--- src/rtl/trail_pkg.sv ---
package trail_pkg;

    localparam int PERIOD = 6;
    localparam int WIN    = 5;
    localparam int PH_W   = $clog2(PERIOD);
    localparam int CNT_W  = $clog2(WIN + 1);
    localparam logic [PERIOD-1:0] BASE_CODE = 6'b100110;

    typedef enum logic [PH_W-1:0] {
        PH0 = 3'd0,
        PH1 = 3'd1,
        PH2 = 3'd2,
        PH3 = 3'd3,
        PH4 = 3'd4,
        PH5 = 3'd5
    } phase_e;

    typedef enum logic {
        DS_FILL = 1'b0,
        DS_LIVE = 1'b1
    } dec_state_e;

    // Trail bit at position idx (0 = first emitted), optionally complemented.
    function automatic logic code_bit(input bit inv, input int idx);
        return BASE_CODE[PERIOD-1-idx] ^ inv;
    endfunction

    // Cyclic window starting at position start; first bit read lands in the MSB.
    // rev selects the trail read in the opposite direction.
    function automatic logic [WIN-1:0] window_at(input bit inv, input bit rev,
                                                 input int start);
        logic [WIN-1:0] w;
        w = '0;
        for (int k = 0; k < WIN; k++) begin
            int i;
            int j;
            i = (start + k) % PERIOD;
            j = rev ? (PERIOD - 1 - i) : i;
            w[WIN-1-k] = code_bit(inv, j);
        end
        return w;
    endfunction

endpackage

--- src/rtl/trail_gen.sv ---
module trail_gen
    import trail_pkg::*;
#(
    parameter bit INVERT = 1'b0
) (
    input  logic            clk,
    input  logic            rst,
    input  logic            en,
    output logic            bit_o,
    output logic [PH_W-1:0] phase_o
);

    phase_e ph_q;
    phase_e ph_d;
    logic   raw_bit;

    // State register
    always_ff @(posedge clk) begin
        if (rst) begin
            ph_q <= PH0;
        end else if (en) begin
            ph_q <= ph_d;
        end
    end

    // Next-state logic: wrap after the last phase
    always_comb begin
        ph_d = PH0;
        unique case (ph_q)
            PH0:     ph_d = PH1;
            PH1:     ph_d = PH2;
            PH2:     ph_d = PH3;
            PH3:     ph_d = PH4;
            PH4:     ph_d = PH5;
            PH5:     ph_d = PH0;
            default: ph_d = PH0;
        endcase
    end

    // Output logic
    always_comb begin
        raw_bit = 1'b0;
        unique case (ph_q)
            PH0:     raw_bit = code_bit(INVERT, 0);
            PH1:     raw_bit = code_bit(INVERT, 1);
            PH2:     raw_bit = code_bit(INVERT, 2);
            PH3:     raw_bit = code_bit(INVERT, 3);
            PH4:     raw_bit = code_bit(INVERT, 4);
            PH5:     raw_bit = code_bit(INVERT, 5);
            default: raw_bit = 1'b0;
        endcase
        bit_o = en ? raw_bit : 1'b0;
    end

    assign phase_o = ph_q;

endmodule

--- src/rtl/trail_win_class.sv ---
module trail_win_class
    import trail_pkg::*;
#(
    parameter bit INVERT = 1'b0
) (
    input  logic [WIN-1:0] win,
    output logic           fwd_hit,
    output logic           rev_hit
);

    logic [PERIOD-1:0] fwd_vec;
    logic [PERIOD-1:0] rev_vec;

    for (genvar g = 0; g < PERIOD; g++) begin : g_win
        localparam logic [WIN-1:0] FWD_W = window_at(INVERT, 1'b0, g);
        localparam logic [WIN-1:0] REV_W = window_at(INVERT, 1'b1, g);
        assign fwd_vec[g] = (win == FWD_W);
        assign rev_vec[g] = (win == REV_W);
    end

    assign fwd_hit = |fwd_vec;
    assign rev_hit = |rev_vec;

endmodule

--- src/rtl/trail_dec.sv ---
module trail_dec
    import trail_pkg::*;
#(
    parameter bit INVERT = 1'b0
) (
    input  logic clk,
    input  logic rst,
    input  logic in_valid,
    input  logic in_bit,
    output logic dir_valid,
    output logic dir_forward,
    output logic dir_err
);

    localparam logic [CNT_W-1:0] LAST_FILL = CNT_W'(WIN - 1);

    dec_state_e       st_q;
    dec_state_e       st_d;
    logic [CNT_W-1:0] cnt_q;
    logic [CNT_W-1:0] cnt_d;
    logic [WIN-1:0]   win_q;
    logic             fwd_hit;
    logic             rev_hit;

    // State register, fill count and window
    always_ff @(posedge clk) begin
        if (rst) begin
            st_q  <= DS_FILL;
            cnt_q <= '0;
            win_q <= '0;
        end else begin
            st_q  <= st_d;
            cnt_q <= cnt_d;
            if (in_valid) begin
                win_q <= {win_q[WIN-2:0], in_bit};
            end
        end
    end

    // Next-state logic
    always_comb begin
        st_d  = st_q;
        cnt_d = cnt_q;
        unique case (st_q)
            DS_FILL: begin
                if (in_valid) begin
                    if (cnt_q == LAST_FILL) begin
                        st_d  = DS_LIVE;
                        cnt_d = '0;
                    end else begin
                        cnt_d = cnt_q + 1'b1;
                    end
                end
            end
            DS_LIVE: begin
                st_d = DS_LIVE;
            end
            default: begin
                st_d  = DS_FILL;
                cnt_d = '0;
            end
        endcase
    end

    trail_win_class #(.INVERT(INVERT)) u_class (
        .win     (win_q),
        .fwd_hit (fwd_hit),
        .rev_hit (rev_hit)
    );

    // Output logic
    always_comb begin
        dir_valid   = 1'b0;
        dir_forward = 1'b0;
        dir_err     = 1'b0;
        unique case (st_q)
            DS_FILL: begin
                dir_valid = 1'b0;
            end
            DS_LIVE: begin
                dir_valid   = 1'b1;
                dir_forward = fwd_hit;
                dir_err     = !fwd_hit && !rev_hit;
            end
            default: begin
                dir_valid = 1'b0;
            end
        endcase
    end

endmodule

--- src/rtl/trail_dir_codec.sv ---
module trail_dir_codec
    import trail_pkg::*;
#(
    parameter bit INVERT = 1'b0
) (
    input  logic clk,
    input  logic rst,
    input  logic gen_en,
    output logic trail_out,
    input  logic in_valid,
    input  logic in_bit,
    output logic dir_valid,
    output logic dir_forward,
    output logic dir_err
);

    logic [PH_W-1:0] gen_phase;

    trail_gen #(.INVERT(INVERT)) u_gen (
        .clk     (clk),
        .rst     (rst),
        .en      (gen_en),
        .bit_o   (trail_out),
        .phase_o (gen_phase)
    );

    trail_dec #(.INVERT(INVERT)) u_dec (
        .clk         (clk),
        .rst         (rst),
        .in_valid    (in_valid),
        .in_bit      (in_bit),
        .dir_valid   (dir_valid),
        .dir_forward (dir_forward),
        .dir_err     (dir_err)
    );

endmodule

--- config.mk ---
export PLATFORM = sky130hd
export DESIGN_NAME = trail_dir_codec
export DESIGN_NICKNAME = d
export VERILOG_FILES = /design/src/rtl/trail_pkg.sv /design/src/rtl/trail_gen.sv /design/src/rtl/trail_win_class.sv /design/src/rtl/trail_dec.sv /design/src/rtl/trail_dir_codec.sv
export SDC_FILE = /design/constraint.sdc
export NUM_CORES = 1
export LEC_CHECK = 0
export CORE_MARGIN = 1.5
export CORE_UTILIZATION = 51
export CTS_CLUSTER_DIAMETER = 120
export DETAILED_ROUTE_END_ITERATION = 7
export PLACE_DENSITY = 0.75
export SYNTH_ARGS = -nofsm -noshare
export SYNTH_HDL_FRONTEND = slang
export SYNTH_HIERARCHICAL = 1
export SYNTH_SLANG_ARGS = --single-unit
--- constraint.sdc ---
create_clock -name clk -period 1.4 [get_ports clk]
set_input_delay 0.21 -clock clk [delete_from_list [all_inputs] [get_ports clk]]
set_output_delay 0.21 -clock clk [all_outputs]
set_load 0.1 [all_outputs]
==> results.json <==
{
  "status": "finished with violations",
  "violations": "negative setup slack",
  "antenna_found_initial": 0,
  "yosysUniqueCellTypes": 31,
  "p_leak_nw": 0.416,
  "hold-worst-slack_ns": 0.480,
  "dp.final_hpwl_um": 931,
  "ys_seq_area_frac": 0.356,
  "cts_max_path_buffers": 2,
  "netlist_area_um2": 674,
  "htreeDepth": 1,
  "grt_max_degree": 10,
  "crit_required_ns": 1.19,
  "diodes": 0,
  "multi_input_area_um2": 457,
  "vias": 641,
  "path_class": "flip-flop to output port",
  "fmax_mhz": 527,
  "irDropWorstVdd_mv": 0.642,
  "path_cells": "and4bb_2 -> nor4_4 -> a21oi_2 -> nor3b_4 -> buf_12",
  "synth_top_area_cell": "dfxtp_1",
  "syn2layout_area_growth_pct": 50.1,
  "io_buffer_count": 8,
  "synthCells": 75,
  "drive_gt1_frac": 0.459,
  "drv_cap": 0,
  "clkSinkCount": 12,
  "end_kind": "output port",
  "grt_pass1_wl_um": 2370,
  "viasPerCell": 5.72,
  "min_period_over_period": 1.36,
  "clkSlewWorstSetupHoldPaths_ns": 0.08,
  "holdPathStages": 2,
  "synth_nets": 82,
  "dr.pass1.iters": 4,
  "cellPowerDensity_mw_per_mm2": 785,
  "cts_tree": "done",
  "reg2reg_depth": 5,
  "row_count": 12,
  "path_buf_inv": 1,
  "min_period_ns": 1.90,
  "cts_root_buf": "clkbuf_4",
  "cp-start-kind": "flip-flop",
  "slew-limit-headroom": 0.810,
  "n_fill_cell": 71,
  "postRouteAntennaNets": 0,
  "wl_per_cell_um": 14.9,
  "drv_slew": 0,
  "async_reset_ff_frac": 0,
  "p_total_mw": 0.795,
  "grt.total_usage": 0.235,
  "final.setup.worst_slack_ns": -0.497,
  "wirelength_um": 1670,
  "drt_iter0_drc": 18,
  "overflow": 0,
  "nNetsFinal": 106,
  "syn_area_per_cell_um2": 8.99,
  "io_pins": 9,
  "fin_setup_tns_ns": -0.937,
  "max_stage_delay_ns": 0.39,
  "synth_edf_count": 0,
  "synth-seq-cells": 12,
  "holdCritPathClass": "flip-flop to flip-flop",
  "regToRegSetupSlack_ns": 0.25,
  "cpMaxStageDelayCell": "dfxtp_4",
  "yosysMostFrequentCell": "dfxtp_1",
  "cp.arrival_ns": 1.69,
  "min_to": "u_dec/cnt_q[0]$_SDFFE_PP0P_",
  "first_global_vias": 588,
  "cts_inserted_buffers": 3,
  "clock_latency_ns": 0.28,
  "setup_viol": 3,
  "register_area_um2": 260,
  "fp.dieW_um": 39.4,
  "yosys_warnings": 6,
  "crit_family": "simple AND/OR/NAND/NOR gates",
  "die-area_mm2": 0.00155,
  "ys.flop_type": "dfxtp_1",
  "cp_max_fo": 8,
  "tightest_slew_ns": 0.284,
  "skew_ns": 0.000683,
  "die-height_um": 39.4,
  "gp_congestion": 0.651,
  "holdCritStartpoint": "u_dec/cnt_q[0]$_SDFFE_PP0P_",
  "start_util": 0.576,
  "post-route-drc-count": 0,
  "hold_viol": 0,
  "core_area_mm2": 0.00117,
  "synth_common_cells": "dfxtp_1, nor2_1, a21oi_1",
  "worstReg2RegStart": "u_dec/cnt_q[0]$_SDFFE_PP0P_",
  "ys_top_cells_by_area": "dfxtp_1, mux2i_1, nor2_1",
  "synth_top_area_share": 0.356,
  "rsz0062_at_grt": "true",
  "rr_endpoint": "u_dec/cnt_q[2]$_SDFFE_PP0P_"
}
per-stage QoR:
step / area, µm² / setup slack [ns] / utilization / instances
6_report: 1010 / -0.497 / 0.864 / 112
5_1_grt: 1010 / -0.573 / 0.864 / 112
2_1_floorplan: 696 / -0.541 / - / 75
3_5_place_dp: 906 / -0.237 / 0.774 / 105
3_3_place_gp: 906 / -0.198 / 0.774 / 105
4_1_cts: 988 / -0.507 / 0.844 / 112
what timing repair did:
item / CTS / global route
gates resized for setup: 9 / 4
setup buffers: 3 / 0
pin swaps: 0 / 1
setup endpoints to repair: 3 / 3
hold buffers: 0 / 0
cell type report:
type                    count  area share
clock buffers               4      0.0358
inverters                   3      0.0111
multi-input cells          58       0.451
flip-flops and latches     12       0.257
well taps                  14      0.0173
repair buffers             21       0.227
state kept, by name, indices dropped and copies added, names as in the netlist:
register,cells
u_dec/st_q,1
u_dec/cnt_q,3
u_dec/win_q,5
u_gen/phase_o,3
routing by layer:
metal,vias to the layer above,part of all wire,global-route usage,routed length [µm]
met4,0,0.014,0.147,23
met3,6,0.032,0.0398,54
met5,-,0,0,0
met1,300,0.43,0.245,724
met2,18,0.52,0.429,865
li1,317,-,-,-
logic make-up (layout without fill, tap and decap cells):
kind of cell / Yosys count / in the layout / synth area share
AOI/OAI and AO/OA: 16 / 16 / 0.143
adders and majority gates: 2 / 2 / 0.0371
buffers and inverters: 5 / 28 / 0.0390
DFF: 12 / 12 / 0.356
muxes: 5 / 5 / 0.0742
and+or+nand+nor: 35 / 35 / 0.351
layout by cell type, fill, tap and decap left out, drive strengths merged, types with 2 or more instances in the layout:
cell	count
mux2i	5
a21oi	7
nand3b	3
and4bb	4
and3b	2
dfxtp	12
nand2b	2
a31oi	3
o21ai	3
nor2	11
clkbuf	4
clkdlybuf4s50	4
ha	2
inv	3
nand2	4
nand3	2
buf	17
tightest hold or removal path, stage by stage (launching register included):
cell	delay, ns
dfxtp_1	0.33
nand2_1	0.06
a21oi_1	0.06
report_power, final:
| group | internal, mW | switching [mW] |
|---|---|---|
| clock network | 0.158 | 0.126 |
| logic | 0.0721 | 0.0742 |
| registers | 0.349 | 0.0153 |
| total | 0.579 | 0.215 |
worst max-delay path by stage:
| stage | start | end | slack [ns] | cells past startpoint |
|---|---|---|---|---|
| floorplan | u_dec/win_q[4]$_SDFFE_PP0P_ | dir_err | -0.54 | 4 |
| global route | u_dec/win_q[4]$_SDFFE_PP0P_ | dir_err | -0.57 | 5 |
| finish | u_dec/win_q[4]$_SDFFE_PP0P_ | dir_err | -0.50 | 5 |
| CTS | u_dec/win_q[4]$_SDFFE_PP0P_ | dir_err | -0.51 | 5 |
| detailed placement | u_dec/win_q[4]$_SDFFE_PP0P_ | dir_forward | -0.24 | 5 |
| global placement | u_dec/win_q[4]$_SDFFE_PP0P_ | dir_err | -0.20 | 5 |
Note: power is estimated with default switching activity, not from simulation.
